[config.mk]
export PLATFORM = sky130hd
export DESIGN_NAME = swd_xfer_engine
export DESIGN_NICKNAME = d
export VERILOG_FILES = /design/src/rtl/swd_pkg.sv /design/src/rtl/swd_bit_timer.sv /design/src/rtl/swd_rx_capture.sv /design/src/rtl/swd_stamp.sv /design/src/rtl/swd_xfer_engine.sv
export SDC_FILE = /design/constraint.sdc
export NUM_CORES = 1
export LEC_CHECK = 0
export BUFFER_PORTS_ARGS = -buffer_cell sky130_fd_sc_hd__buf_2
export CAP_MARGIN = 20
export CORE_MARGIN = 4
export CORE_UTILIZATION = 30
export CTS_CLUSTER_SIZE = 8
export DETAILED_ROUTE_END_ITERATION = 10
export HOLD_SLACK_MARGIN = 0.1
export PLACE_DENSITY = 0.47
export SLEW_MARGIN = 25
export SYNTH_ARGS = -nofsm -noshare
export SYNTH_HDL_FRONTEND = slang
export SYNTH_SLANG_ARGS = --single-unit
[constraint.sdc]
create_clock -name clk -period 12.89 [get_ports clk]
set_clock_uncertainty 0.15 [all_clocks]
set_input_delay 2.578 -clock clk [delete_from_list [all_inputs] [get_ports clk]]
set_output_delay 2.578 -clock clk [all_outputs]
set_load 0.01 [all_outputs]
[src/rtl/swd_pkg.sv]
package swd_pkg;
  typedef enum logic [3:0] {
    ST_IDLE, ST_HDR, ST_TRN1, ST_ACK, ST_RDAT, ST_TRN2, ST_TRNW,
    ST_WDAT, ST_IDLC, ST_DUMR, ST_DUMW, ST_BACK, ST_FIN
  } swd_st_e;

  localparam logic [2:0] ACK_OK    = 3'b001;
  localparam logic [2:0] ACK_WAIT  = 3'b010;
  localparam logic [2:0] ACK_FAULT = 3'b100;
  localparam logic [2:0] ACK_PERR  = 3'b000;

  localparam int HDR_BITS = 8;
  localparam int ACK_BITS = 3;
  localparam int DAT_BITS = 32;
  localparam int DPH_BITS = DAT_BITS + 1;
endpackage

[src/rtl/swd_bit_timer.sv]
module swd_bit_timer #(
  parameter int DLY_W = 8
) (
  input  logic             clk,
  input  logic             rst_n,
  input  logic             run,
  input  logic             fast,
  input  logic [DLY_W-1:0] dly,
  output logic             swclk,
  output logic             smp_stb,
  output logic             bit_end
);
  logic [DLY_W-1:0] hcnt_q, hcnt_d, lim;
  logic             ph_q, ph_d, half_done;

  // ph_q = 0: clock low half, ph_q = 1: clock high half
  always_comb begin
    lim       = fast ? '0 : dly;
    half_done = run && (hcnt_q == lim);
    hcnt_d    = hcnt_q;
    ph_d      = ph_q;
    if (!run) begin
      hcnt_d = '0;
      ph_d   = 1'b0;
    end else if (half_done) begin
      hcnt_d = '0;
      ph_d   = ~ph_q;
    end else begin
      hcnt_d = hcnt_q + 1'b1;
    end
  end

  always_ff @(posedge clk or negedge rst_n) begin
    if (!rst_n) begin
      hcnt_q <= '0;
      ph_q   <= 1'b0;
    end else begin
      hcnt_q <= hcnt_d;
      ph_q   <= ph_d;
    end
  end

  assign smp_stb = half_done & ~ph_q;
  assign bit_end = half_done & ph_q;
  assign swclk   = ~(run & ~ph_q);

  p_hcnt_bound_r10: assert property (@(posedge clk) disable iff (!rst_n)
    run |-> (hcnt_q <= lim));
endmodule

[src/rtl/swd_rx_capture.sv]
module swd_rx_capture
  import swd_pkg::*;
(
  input  logic                clk,
  input  logic                rst_n,
  input  logic                clr,
  input  logic                ack_stb,
  input  logic                dat_stb,
  input  logic [5:0]          idx,
  input  logic                din,
  output logic [2:0]          ack_raw,
  output logic [DAT_BITS-1:0] rdata,
  output logic                par_bad
);
  logic [2:0]          ack_q, ack_d;
  logic [DAT_BITS-1:0] rd_q, rd_d;
  logic                acc_q, acc_d, bad_q, bad_d;

  always_comb begin
    ack_d = ack_q;
    rd_d  = rd_q;
    acc_d = acc_q;
    bad_d = bad_q;
    if (clr) begin
      ack_d = '0;
      acc_d = 1'b0;
      bad_d = 1'b0;
    end else begin
      if (ack_stb) ack_d[idx[1:0]] = din;
      if (dat_stb) begin
        if (idx < 6'(DAT_BITS)) begin
          rd_d  = {din, rd_q[DAT_BITS-1:1]};
          acc_d = acc_q ^ din;
        end else begin
          bad_d = acc_q ^ din;
        end
      end
    end
  end

  always_ff @(posedge clk or negedge rst_n) begin
    if (!rst_n) begin
      ack_q <= '0;
      rd_q  <= '0;
      acc_q <= 1'b0;
      bad_q <= 1'b0;
    end else begin
      ack_q <= ack_d;
      rd_q  <= rd_d;
      acc_q <= acc_d;
      bad_q <= bad_d;
    end
  end

  assign ack_raw = ack_q;
  assign rdata   = rd_q;
  assign par_bad = bad_q;

  p_ack_idx_r3: assert property (@(posedge clk) disable iff (!rst_n)
    ack_stb |-> (idx < 6'(ACK_BITS)));
  p_dat_idx_r4: assert property (@(posedge clk) disable iff (!rst_n)
    dat_stb |-> (idx <= 6'(DAT_BITS)));
endmodule

[src/rtl/swd_stamp.sv]
module swd_stamp #(
  parameter int TS_W = 32
) (
  input  logic            clk,
  input  logic            rst_n,
  input  logic            latch,
  output logic [TS_W-1:0] ts_o
);
  logic [TS_W-1:0] cnt_q, cnt_d, ts_q, ts_d;

  always_comb begin
    cnt_d = cnt_q + 1'b1;
    ts_d  = latch ? cnt_q : ts_q;
  end

  always_ff @(posedge clk or negedge rst_n) begin
    if (!rst_n) begin
      cnt_q <= '0;
      ts_q  <= '0;
    end else begin
      cnt_q <= cnt_d;
      ts_q  <= ts_d;
    end
  end

  assign ts_o = ts_q;
endmodule

[src/rtl/swd_xfer_engine.sv]
module swd_xfer_engine
  import swd_pkg::*;
#(
  parameter int TRN_W  = 2,
  parameter int IDLE_W = 8,
  parameter int DLY_W  = 8,
  parameter int TS_W   = 32
) (
  input  logic                clk,
  input  logic                rst_n,
  input  logic                start,
  input  logic [3:0]          req,
  input  logic                ts_req,
  input  logic [DAT_BITS-1:0] wdata,
  input  logic [TRN_W-1:0]    cfg_trn,
  input  logic [IDLE_W-1:0]   cfg_idle,
  input  logic                cfg_dphase,
  input  logic                cfg_fast,
  input  logic [DLY_W-1:0]    cfg_dly,
  output logic                swclk,
  output logic                swdio_out,
  input  logic                swdio_in,
  output logic                swdio_oe,
  output logic [DAT_BITS-1:0] rdata,
  output logic [2:0]          ack_o,
  output logic                par_err,
  output logic [TS_W-1:0]     ts_o,
  output logic                done
);
  localparam int CNT_W = (IDLE_W > 6) ? IDLE_W : 6;

  // reset: asserted asynchronously, released through two flops
  logic [1:0] rs_q;
  logic       rst_s;
  always_ff @(posedge clk or negedge rst_n) begin
    if (!rst_n) rs_q <= 2'b00;
    else        rs_q <= {rs_q[0], 1'b1};
  end
  assign rst_s = rs_q[1];

  swd_st_e            st_q, st_d;
  logic [CNT_W-1:0]   bcnt_q, bcnt_d, seg_len, trn_len;
  logic [3:0]         req_q;
  logic [DAT_BITS-1:0] wdata_q;
  logic               tsf_q, dph_q, fast_q;
  logic [TRN_W-1:0]   trn_q;
  logic [IDLE_W-1:0]  idle_q;
  logic [DLY_W-1:0]   dly_q;
  logic [2:0]         ack_q;
  logic               perr_q, done_q;

  logic run, busy, cap_en, smp_stb, bit_end, seg_last;
  logic [2:0] ack_raw;
  logic par_bad, ack_ok, ack_wf, perr_cond, ts_latch, rnw;
  logic [HDR_BITS-1:0] hdr;

  assign busy   = (st_q != ST_IDLE);
  assign run    = busy && (st_q != ST_FIN);
  assign cap_en = (st_q == ST_IDLE) && start;
  assign rnw    = req_q[1];
  assign ack_ok = (ack_raw == ACK_OK);
  assign ack_wf = (ack_raw == ACK_WAIT) || (ack_raw == ACK_FAULT);
  assign hdr    = {1'b1, 1'b0, ^req_q, req_q[3], req_q[2], req_q[1], req_q[0], 1'b1};
  assign trn_len = CNT_W'(trn_q) + 1'b1;

  swd_bit_timer #(.DLY_W(DLY_W)) u_timer (
    .clk(clk), .rst_n(rst_s), .run(run), .fast(fast_q), .dly(dly_q),
    .swclk(swclk), .smp_stb(smp_stb), .bit_end(bit_end)
  );

  swd_rx_capture u_rx (
    .clk(clk), .rst_n(rst_s), .clr(cap_en),
    .ack_stb(smp_stb && (st_q == ST_ACK)),
    .dat_stb(smp_stb && (st_q == ST_RDAT)),
    .idx(bcnt_q[5:0]), .din(swdio_in),
    .ack_raw(ack_raw), .rdata(rdata), .par_bad(par_bad)
  );

  swd_stamp #(.TS_W(TS_W)) u_stamp (
    .clk(clk), .rst_n(rst_s), .latch(ts_latch), .ts_o(ts_o)
  );

  // length of the current segment in serial clock periods
  always_comb begin
    case (st_q)
      ST_HDR:                      seg_len = CNT_W'(HDR_BITS);
      ST_TRN1, ST_TRN2, ST_TRNW:   seg_len = trn_len;
      ST_ACK:                      seg_len = CNT_W'(ACK_BITS);
      ST_RDAT, ST_WDAT,
      ST_DUMR, ST_DUMW:            seg_len = CNT_W'(DPH_BITS);
      ST_IDLC:                     seg_len = CNT_W'(idle_q);
      ST_BACK:                     seg_len = trn_len + CNT_W'(DPH_BITS);
      default:                     seg_len = CNT_W'(1);
    endcase
    seg_last = bit_end && (bcnt_q == seg_len - 1'b1);
  end

  always_comb begin
    st_d = st_q;
    case (st_q)
      ST_IDLE: if (start) st_d = ST_HDR;
      ST_FIN:  st_d = ST_IDLE;
      default: if (seg_last) begin
        case (st_q)
          ST_HDR:  st_d = ST_TRN1;
          ST_TRN1: st_d = ST_ACK;
          ST_ACK: begin
            if (ack_ok)      st_d = rnw ? ST_RDAT : ST_TRNW;
            else if (ack_wf) st_d = (rnw && dph_q) ? ST_DUMR : ST_TRN2;
            else             st_d = ST_BACK;
          end
          ST_RDAT: st_d = ST_TRN2;
          ST_DUMR: st_d = ST_TRN2;
          ST_TRN2: begin
            if (ack_ok)               st_d = (idle_q != '0) ? ST_IDLC : ST_FIN;
            else if (!rnw && dph_q)   st_d = ST_DUMW;
            else                      st_d = ST_FIN;
          end
          ST_TRNW: st_d = ST_WDAT;
          ST_WDAT: st_d = (idle_q != '0) ? ST_IDLC : ST_FIN;
          default: st_d = ST_FIN;
        endcase
      end
    endcase
    if (cap_en)       bcnt_d = '0;
    else if (bit_end) bcnt_d = seg_last ? '0 : bcnt_q + 1'b1;
    else              bcnt_d = bcnt_q;
  end

  // line drive per state
  always_comb begin
    swdio_oe  = 1'b0;
    swdio_out = 1'b1;
    case (st_q)
      ST_IDLE, ST_FIN: swdio_oe = 1'b1;
      ST_HDR: begin
        swdio_oe  = 1'b1;
        swdio_out = hdr[bcnt_q[2:0]];
      end
      ST_WDAT: begin
        swdio_oe  = 1'b1;
        swdio_out = (bcnt_q < CNT_W'(DAT_BITS)) ? wdata_q[bcnt_q[4:0]] : ^wdata_q;
      end
      ST_IDLC, ST_DUMW: begin
        swdio_oe  = 1'b1;
        swdio_out = 1'b0;
      end
      default: ;
    endcase
  end

  assign perr_cond = ack_ok && rnw && par_bad;
  assign ts_latch  = seg_last && tsf_q && ((st_q == ST_RDAT) || (st_q == ST_WDAT));

  always_ff @(posedge clk or negedge rst_s) begin
    if (!rst_s) begin
      st_q    <= ST_IDLE;
      bcnt_q  <= '0;
      req_q   <= '0;
      wdata_q <= '0;
      tsf_q   <= 1'b0;
      dph_q   <= 1'b0;
      fast_q  <= 1'b0;
      trn_q   <= '0;
      idle_q  <= '0;
      dly_q   <= '0;
      ack_q   <= '0;
      perr_q  <= 1'b0;
      done_q  <= 1'b0;
    end else begin
      st_q   <= st_d;
      bcnt_q <= bcnt_d;
      done_q <= (st_q == ST_FIN);
      if (cap_en) begin
        req_q   <= req;
        wdata_q <= wdata;
        tsf_q   <= ts_req;
        dph_q   <= cfg_dphase;
        fast_q  <= cfg_fast;
        trn_q   <= cfg_trn;
        idle_q  <= cfg_idle;
        dly_q   <= cfg_dly;
      end
      if (st_q == ST_FIN) begin
        ack_q  <= perr_cond ? ACK_PERR : ack_raw;
        perr_q <= perr_cond;
      end
    end
  end

  assign ack_o   = ack_q;
  assign par_err = perr_q;
  assign done    = done_q;

  p_done_pulse_r9: assert property (@(posedge clk) disable iff (!rst_s)
    done |=> !done);
  p_idle_line_r9: assert property (@(posedge clk) disable iff (!rst_s)
    (st_q == ST_IDLE) |-> (swclk && swdio_oe && swdio_out));
  p_hi_stable_r1: assert property (@(posedge clk) disable iff (!rst_s)
    (run && $past(run) && swclk && $past(swclk)) |-> ($stable(swdio_out) && $stable(swdio_oe)));
  p_perr_code_r4: assert property (@(posedge clk) disable iff (!rst_s)
    par_err |-> (ack_o == ACK_PERR));
  p_busy_ignore_r12: assert property (@(posedge clk) disable iff (!rst_s)
    (busy && start) |=> $stable(req_q));
endmodule

# Yosys cells after proc, flatten, opt, wreduce, memory -nomap -nowiden
# Cells that the tools add are included.
dict set report totals {
  out_inout_bits 72
  register_bits 186
}
dict set report classes {
  n_bitwise 7
  n_eq_ne 21
  n_reduce_logical 35
  n_addsub 6
  order_cmp 6
  muxes 39
}
# op n
set ops {}
lappend ops {{$mux 8} 6}
lappend ops {{$pmux 8 s6} 1}
lappend ops {{$add 32x1->32 const B} 1}
lappend ops {{$reduce_xor 32->1} 1}
lappend ops {{$pmux 4 s7} 1}
lappend ops {{$eq 4x4->1 const B} 5}
lappend ops {{$mux 4} 5}
lappend ops {{$mux 3} 6}
lappend ops {{$add 8x1->8 const B} 2}
lappend ops {{$eq 4x3->1 const B} 4}
lappend ops {{$eq 8x8->1} 2}
lappend ops {{$logic_and 1x1->1} 13}
lappend ops {{$mux 1} 13}
lappend ops {{$eq 4x2->1 const B} 2}
lappend ops {{$lt 8x6->1 const B} 1}
lappend ops {{$pmux 4 s2} 1}
lappend ops {{$reduce_bool 2->1} 4}
lappend ops {{$reduce_bool 8->1} 1}
lappend ops {{$sub 8x1->8 const B} 1}
lappend ops {{$add 3x6->7 const B} 1}
lappend ops {{$lt 5x6->1 const B} 1}
lappend ops {{$lt 6x6->1 const B} 1}
lappend ops {{$ne 2x2->1 const B} 3}
lappend ops {{$reduce_and 2->1} 3}
lappend ops {{29 further kinds} 35}

# Logic depth before layout (Yosys ltp)
# Gate-level depths: netlist of run 1.
dict set report logic_depth {
  depth_word 9
  depth_mapped 15
  mapped_depth_nobuf 14
}

# Hierarchy
# Synthesis of run 1 repeated with hierarchy kept, for this count alone.
dict set report hier_totals {
  cells_unflattened 881
  area_unflattened_um2 9321.4
}
# module seq_area_each_um2 instances cells_per_inst area_per_inst_um2
set modules_own_cells {}
lappend modules_own_cells {swd_xfer_engine 1901.8 1 529 4593.2}
lappend modules_own_cells {swd_stamp 1601.5 1 195 2655.0}
lappend modules_own_cells {swd_rx_capture 925.9 1 90 1467.7}
lappend modules_own_cells {swd_bit_timer 225.2 1 67 605.6}

# Least setup slack after synthesis of run 1
# Ideal clock, no wire load.
dict set report synth_timing {
  path_kind {register to output}
  startpoint {reg bcnt_q[0]}
  endpoint {out swdio_out}
  stages_incl_launch_ff 11
  arrival_time_ns 2.598
  n_path_buf 2
  slack_ns 7.564
  required_ns 10.162
  cell_sequence {dfrtp_1 -> clkbuf_1 -> clkbuf_1 -> mux4_2 -> mux4_2 -> mux2i_1 -> nand2_1 -> o21ai_0 -> a31oi_1 -> nor2_1 -> a21oi_1}
}
dict set report synth_via {
  elab_chain_cells 4
  word_cells_on_any_way 7
}
# item line
set synth_rtl {}
lappend synth_rtl {{start, declared} swd_xfer_engine.sv:42} ;# logic [CNT_W-1:0] bcnt_q, bcnt_d, seg_len, trn_len;
lappend synth_rtl {{start signal, assigned} swd_xfer_engine.sv:172} ;# bcnt_q <= bcnt_d;
lappend synth_rtl {{$bmux 1 s5} swd_xfer_engine.sv:142} ;# swdio_out = (bcnt_q < CNT_W'(DAT_BITS)) ? wdata_q[bcnt_q[4:0]] : ^wdata_q;
lappend synth_rtl {{$mux 1 (implied by the code)} swd_xfer_engine.sv:142}
lappend synth_rtl {{$mux 1} swd_xfer_engine.sv:142}
lappend synth_rtl {{$pmux 1 s3 *} swd_xfer_engine.sv:134} ;# case (st_q)
lappend synth_rtl {{end, declared} swd_xfer_engine.sv:21} ;# output logic swdio_out,
# Every way passes the cells marked *; elsewhere a longest branch is shown, timed or not. The select of a mux whose other input is x is not followed.

# Worst setup path after layout of run 1
# Ends and elaborated chain as after synthesis.

==> flow_metrics.py, run 1 <==
metrics = {
    "floorplan": {
        "die_width_um": 182,
        "number_of_cell_rows": 63,
        "dieArea_um2": 33200,
        "initial_standard_cell_utilization_of_the_core_pct": 30.5,
        "dieHeight_um": 182,
        "design.core.area_um2": 29800,
        "floorplan.io_pins": 133,
    },
    "power_and_ir_drop": {
        "seqPwrFrac_pct": 49.6,
        "power.switching_mw": 0.276,
        "totalPowerFinal_mw": 1.20,
        "clock_power_share_pct": 45.0,
        "sw_frac_of_total_pct": 23.1,
        "comb_pwr_share_pct": 5.4,
        "worst_ir_drop_vdd_mv": 0.0864,
        "internal_power_mw": 0.922,
        "power_leakage_nw": 5.42,
        "power.density_cell_area_nw_per_um2": 112,
    },
    "clocking": {
        "ctsResizeCount": 0,
        "clockBufferDepth": 2,
        "cts_inserted_buffers": 17,
        "cts_tree": "built",
        "postCtsSetupRepairBufs": 0,
        "clock_sinks": 186,
        "clock_root_cell": "clkbuf_16",
        "cts.clk_slew.worst_paths_ps": 80,
        "htree_num_levels": 4,
        "clock_latency_ps": 440,
        "hold_buffers": 0,
    },
    "timing": {
        "final_min_period_over_clock_period_pct": 46.1,
        "hold-worst-slack_ps": 199,
        "worst_pin_slew_ps": 940,
        "report.final.hold_viol_count": 0,
        "setup_violations": 0,
        "period_needed_ps": 5950,
        "maxClockFrequency_mhz": 168,
        "aggregate_negative_setup_slack_ps": 0,
        "worst_slew_margin_rel_pct": 37.4,
        "finalMaxSlewViolations": 0,
        "grt_setup_unrepaired": "no",
    },
    "worst_setup_path": {
        "critPathMaxFanout": 18,
        "worst-endpoint-required_ps": 10160,
        "worst-setup-path-type": "reg -> out",
        "timing.critical_path.from_type": "flip-flop",
        "end_kind": "primary output",
        "signal_arrival_time_at_the_worst_endpoint_ps": 3220,
    },
    "detailed_routing": {
        "drc_errors": 0,
        "drtAntennaViolNets": 0,
        "vias_per_cell": 4.60,
        "detailroute.via_count": 6333,
        "dr.first_iter.drc_count": 292,
        "wirelength_um": 20800,
        "routedWlPerCell_um": 15.1,
        "drt_pass1_iterations": 4,
    },
    "global_route": {
        "global_route.overflow_total": 0,
        "vias_in_the_first_global_route": 6506,
        "grt_first_pass_wirelength_um": 34900,
        "grt_use_total_pct": 13.0,
        "grt_antenna_before_repair": 2,
        "pin_count_of_the_biggest_net_entering_global_routing": 77,
    },
    "place": {
        "buffer_ports.inserted": 132,
        "placed_wire_length_estimate_after_detailed_placement_um": 14400,
        "instance_area_after_placement_um2": 10100,
        "gp_congestion": 0.758,
    },
    "logic_synthesis": {
        "synthArstFlopShare_pct": 100,
        "netlist_area_um2": 9100,
        "postSynthNetCount": 927,
        "syn_inst": 857,
        "synth-seq-cells": 186,
        "synth-edff-count": 0,
        "ys_types": 61,
        "ys.flop_type": "dfrtp_1",
        "yosysTopAreaCellShare_pct": 51.1,
        "yosys.cell_count.top_type": "nand2_1",
        "syn_avg_cell_area_um2": 10.6,
        "synthDominantAreaCellType": "dfrtp_1",
        "sequential_element_share_of_the_synthesized_area_pct": 51.1,
        "synth_common_cells": "204 x nand2_1, 186 x dfrtp_1, 67 x xnor2_1, 53 x nor2_1, 34 x mux2_2",
        "yosys_warnings": 0,
        "synth.top_cells.by_area": "dfrtp_1 51%, nand2_1 8.4%, xnor2_1 6.4%",
    },
    "hold_path": {
        "timing.hold.worst.class": "reg -> reg",
    },
    "layout": {
        "nets": 1046,
        "post_route_cells_drive_above_1_share_pct": 26.3,
        "stdcell_area_um2": 10700,
        "antenna-diode-count": 0,
        "n_fill_cell": 3068,
        "area_growth_syn_to_layout_pct": 18.0,
    },
    "status": {
        "run_status": "finished, final reports clean",
    },
    "job": {
        "maxCapViolations": 0,
    },
}
metrics by stage:
stage	util (%)	std cells	setup slack (ps)
2_1_floorplan	-	857	7170
3_3_place_gp	34.0	1347	7350
3_5_place_dp	34.0	1347	7340
4_1_cts	36.0	1378	6850
5_1_grt	36.0	1378	6650
6_report	36.0	1378	6940
metal layers:
layer / wire length [µm] / part of all wire [%] / track usage (%)
met1: 10300 / 50 / 18.4
met2: 9410 / 45 / 20.0
met3: 755 / 3.6 / 2.93
met4: 280 / 1.3 / 3.72
met5: 23 / 0.11 / 0
power groups by stage:
stage | logic [mW] | clock network, mW | registers [mW]
final | 0.0643 | 0.539 | 0.594
after global placement | 0.0654 | 0 | 0.606
after detailed placement | 0.0657 | 0 | 0.606
after CTS | 0.0660 | 0.562 | 0.595
after floorplan | 0.0402 | 0 | 0.608
after global routing | 0.0731 | 0.584 | 0.595
cell families after synthesis:
family	after synthesis	share of synthesized area, %
AO/OA/AOI/OAI	66	5.13
XOR/XNOR	90	8.66
adder cells (fa/ha/maj)	9	1.24
buffers and inverters	57	2.75
flip-flops	186	51.1
multiplexers	83	12.6
other	1	0.0412
AND/OR/NAND/NOR	365	18.4
layout make-up:
| cell class | instances | area [µm²] | share of cell area, % |
|---|---|---|---|
| multi-input cells | 614 | 4210 | 39.2 |
| flip-flops and latches | 186 | 4660 | 43.4 |
| clock inverters | 12 | 150 | 1.40 |
| clock buffers | 19 | 443 | 4.12 |
| well taps | 390 | 488 | 4.54 |
| inverters | 16 | 60.1 | 0.559 |
| repair buffers | 141 | 732 | 6.82 |
cell usage in the layout, fill, tap and decap left out, drive strengths merged, types with 3 or more instances in the layout:
cell | synthesis | final
buf | 15 | 141
o21ai | 17 | 17
a221oi | 4 | 4
bufinv | 0 | 3
xor2 | 23 | 23
clkbuf | 26 | 19
clkinv | 0 | 6
nand3 | 28 | 28
nor4bb | 4 | 4
nand4 | 10 | 10
clkinvlp | 0 | 3
a31oi | 6 | 6
nor3b | 5 | 5
nand2 | 204 | 204
nand2b | 9 | 9
and3 | 13 | 13
a211oi | 3 | 3
or4 | 3 | 3
nor3 | 9 | 9
ha | 9 | 9
a21oi | 15 | 15
dfrtp | 186 | 186
mux2 | 64 | 64
nand3b | 4 | 4
nor2 | 53 | 53
inv | 16 | 16
o32ai | 4 | 4
mux2i | 9 | 9
mux4 | 10 | 10
xnor2 | 67 | 67
nor2b | 10 | 10
critical path, stage by stage, from the launching register on:
cell and delay [ps]:
dfrtp_1 870, mux4_2 590, mux4_2 490, mux2i_1 140, nand2_1 60, o21ai_0 80
a31oi_1 140, nor2_1 120, a21oi_1 90, buf_2 200
registers in the layout, indices dropped and copies added, names as in the netlist, 2 cells and up:
register	count
u_timer.hcnt_q	8
dly_q	8
u_stamp.ts_o	32
req_q	4
rs_q	2
ack_o	3
bcnt_q	8
u_stamp.cnt_q	32
u_rx.rdata	32
st_q	4
trn_q	2
u_rx.ack_raw	3
wdata_q	32
idle_q	8
worst paths after layout:
check,start,to,slack (ps),cells after the start
worst max register to register,st_q[3],u_stamp.ts_o[3],8180,13
min in group asynchronous,rs_q[1],wdata_q[28],210,0
worst min register to register,rs_q[0],rs_q[1],200,0
worst max-delay path,bcnt_q[0],swdio_out,6940,9
max in group asynchronous,rst_n,rs_q[1],10710,1
worst min-delay path,rs_q[0],rs_q[1],200,0
(Power assumes the default switching activity.)
==> run 2, diff against run 1 <==
--- a/config.mk
+++ b/config.mk
@@ -12,7 +12,7 @@
 export CTS_CLUSTER_SIZE = 8
 export DETAILED_ROUTE_END_ITERATION = 10
 export HOLD_SLACK_MARGIN = 0.1
-export PLACE_DENSITY = 0.47
+export PLACE_DENSITY = 0.49
 export SLEW_MARGIN = 25
 export SYNTH_ARGS = -nofsm -noshare
 export SYNTH_HDL_FRONTEND = slang
==> constraint.sdc (replaced) <==
create_clock -name clk -period 5.1 [get_ports clk]
set_clock_uncertainty 0.15 [all_clocks]
set_input_delay 1.02 -clock clk [delete_from_list [all_inputs] [get_ports clk]]
set_output_delay 1.02 -clock clk [all_outputs]
set_load 0.01 [all_outputs]
==> run 2 against run 1 <==
Against the previous run: cell count is 0.36% higher; die area stayed put; via count increased by 0.58%; sequential power rose to 2.5 times the previous value; hold slack better by 15 ps; clock-buffer cell count fell by 2; combinational power grew to 2.7 times the previous value; first-iteration DRC count rose by 5.1%; routed wire length rose by 0.64%; clock power grew 140%; power rose by 150%; critical path type unchanged; highest routed layer unchanged.
==> flow_metrics.py, run 2 (synthesized netlist as in run 1, its figures left out) <==
metrics = {
    "layout": {
        "final_common_cell": "nand2_1",
        "post_route_cells_drive_above_1_share_pct": 26.5,
        "area_growth_syn_to_layout_pct": 18.6,
        "register_area_um2": 4660,
        "nets": 1051,
        "n_fill_cell": 3056,
        "layout_common_cells": "204 x nand2_1, 185 x dfrtp_1, 132 x buf_2, 67 x xnor2_1, 53 x nor2_1",
        "antenna-diode-count": 0,
        "multi_input_comb_area_um2": 4210,
    },
    "worst_setup_path": {
        "worst-endpoint-required_ps": 3930,
        "signal_arrival_time_at_the_worst_endpoint_ps": 3220,
        "critPathMaxFanout": 18,
        "end_kind": "primary output",
        "timing.critical_path.from_type": "flip-flop",
        "worst-setup-path-type": "reg -> out",
    },
    "clocking": {
        "cts.clk_slew.worst_paths_ps": 70,
        "htree_num_levels": 4,
        "cts_tree": "built",
        "clockBufferDepth": 2,
        "postCtsSetupRepairBufs": 0,
        "clock_latency_ps": 430,
        "clock_sinks": 186,
        "cts_inserted_buffers": 17,
        "clock_root_cell": "clkbuf_16",
    },
    "power_and_ir_drop": {
        "sw_frac_of_total_pct": 25.8,
        "comb_pwr_share_pct": 5.9,
        "power.switching_mw": 0.767,
        "worst_ir_drop_vdd_mv": 0.224,
        "power_leakage_nw": 5.45,
        "seqPwrFrac_pct": 50.3,
        "internal_power_mw": 2.21,
        "clock_power_share_pct": 43.8,
        "power.density_cell_area_nw_per_um2": 276,
    },
    "place": {
        "placed_wire_length_estimate_after_detailed_placement_um": 14500,
        "buffer_ports.inserted": 132,
        "gp_congestion": 0.761,
    },
    "detailed_routing": {
        "vias_per_cell": 4.61,
        "highest_layer": "met5",
        "detailroute.via_count": 6370,
        "wirelength_um": 20900,
        "drc_errors": 0,
        "dr.first_iter.drc_count": 307,
        "drt_pass1_iterations": 4,
        "route.layer.met1.wl_um": 10300,
        "routedWlPerCell_um": 15.1,
        "routed-wl-met2_um": 9590,
        "drtAntennaViolNets": 0,
        "route.met3.wl_um": 772,
    },
    "status": {
        "run_status": "finished, final reports clean",
    },
    "job": {
        "maxCapViolations": 0,
    },
    "hold_path": {
        "timing.hold.worst.class": "in -> async",
    },
    "global_route": {
        "vias_in_the_first_global_route": 6465,
        "grt_use_total_pct": 12.7,
        "pin_count_of_the_biggest_net_entering_global_routing": 113,
        "grt_antenna_before_repair": 1,
        "grt_first_pass_wirelength_um": 34800,
        "global_route.overflow_total": 0,
    },
    "timing": {
        "grt_setup_unrepaired": "no",
        "aggregate_negative_setup_slack_ps": 0,
        "worst_pin_slew_ps": 927,
        "final_min_period_over_clock_period_pct": 86.2,
        "period_needed_ps": 4390,
        "report.final.hold_viol_count": 0,
        "setup_violations": 0,
        "finalMaxSlewViolations": 0,
        "hold-worst-slack_ps": 214,
        "maxClockFrequency_mhz": 228,
        "worst_slew_margin_rel_pct": 38.2,
    },
    "floorplan": {
        "dieHeight_um": 182,
        "dieArea_um2": 33200,
        "floorplan.io_pins": 133,
        "initial_standard_cell_utilization_of_the_core_pct": 30.5,
        "die_width_um": 182,
        "design.core.area_um2": 29800,
        "number_of_cell_rows": 63,
    },
}
==> run 2: area by class of cell <==
class,count,share of cell area (%)
clock buffers,17,3.94
clock inverters,14,1.41
inverters,16,0.556
multi-input cells,614,39.0
flip-flops and latches,186,43.1
well taps,390,4.52
repair buffers,146,7.46
==> run 2: layer usage <==
layer | GRT usage, % | up-vias
li1 | - | 3144
met1 | 18.7 | 3108
met2 | 19.4 | 101
met3 | 2.77 | 15
met4 | 2.85 | 2
met5 | 0 | -
==> run 2: power by group through the flow <==
stage | combinational [mW] | clock [mW] | sequential [mW]
2_1_floorplan | 0.102 | 0 | 1.54
3_3_place_gp | 0.162 | 0 | 1.54
3_5_place_dp | 0.163 | 0 | 1.54
4_1_cts | 0.164 | 1.36 | 1.51
5_1_grt | 0.199 | 1.41 | 1.50
6_report | 0.176 | 1.30 | 1.50
==> run 2: worst max-delay path, cell delays in order (launching register included) <==
cell and delay, ps:
dfrtp_1 860, mux4_2 600, mux4_2 480, mux2i_1 140, nand2_1 60, o21ai_0 120, a31oi_1 130, nor2_1 120
a21oi_1 90, buf_2 200
==> run 2: through the flow <==
stage          cells  utilization (%)  setup slack [ps]  power [mW]  instance area (µm²)
3_5_place_dp    1348             34.1              1020        1.70                10200
5_1_grt         1383             36.2               493        3.11                10800
4_1_cts         1379             36.0               630        3.03                10700
3_3_place_gp    1348             34.1              1090        1.70                10200
6_report        1383             36.2               706        2.98                10800
2_1_floorplan    857                -              1330        1.64                 9100
==> run 2: final timing paths <==
path,start,end,slack (ps),depth (start not counted)
min in group clk,rs_q[0],rs_q[1],210,0
max in group asynchronous,rs_q[1],u_stamp.ts_o[6],3470,1
setup reg to reg,st_q[1],u_stamp.ts_o[8],950,14
setup / recovery,bcnt_q[0],swdio_out,710,9
hold / removal,rst_n,rs_q[1],210,1
hold reg to reg,rs_q[0],rs_q[1],210,0
==> run 2: timing repair <==
item,CTS,global route
gates resized for setup,0,0
hold buffers,0,3
hold endpoints to repair,0,3
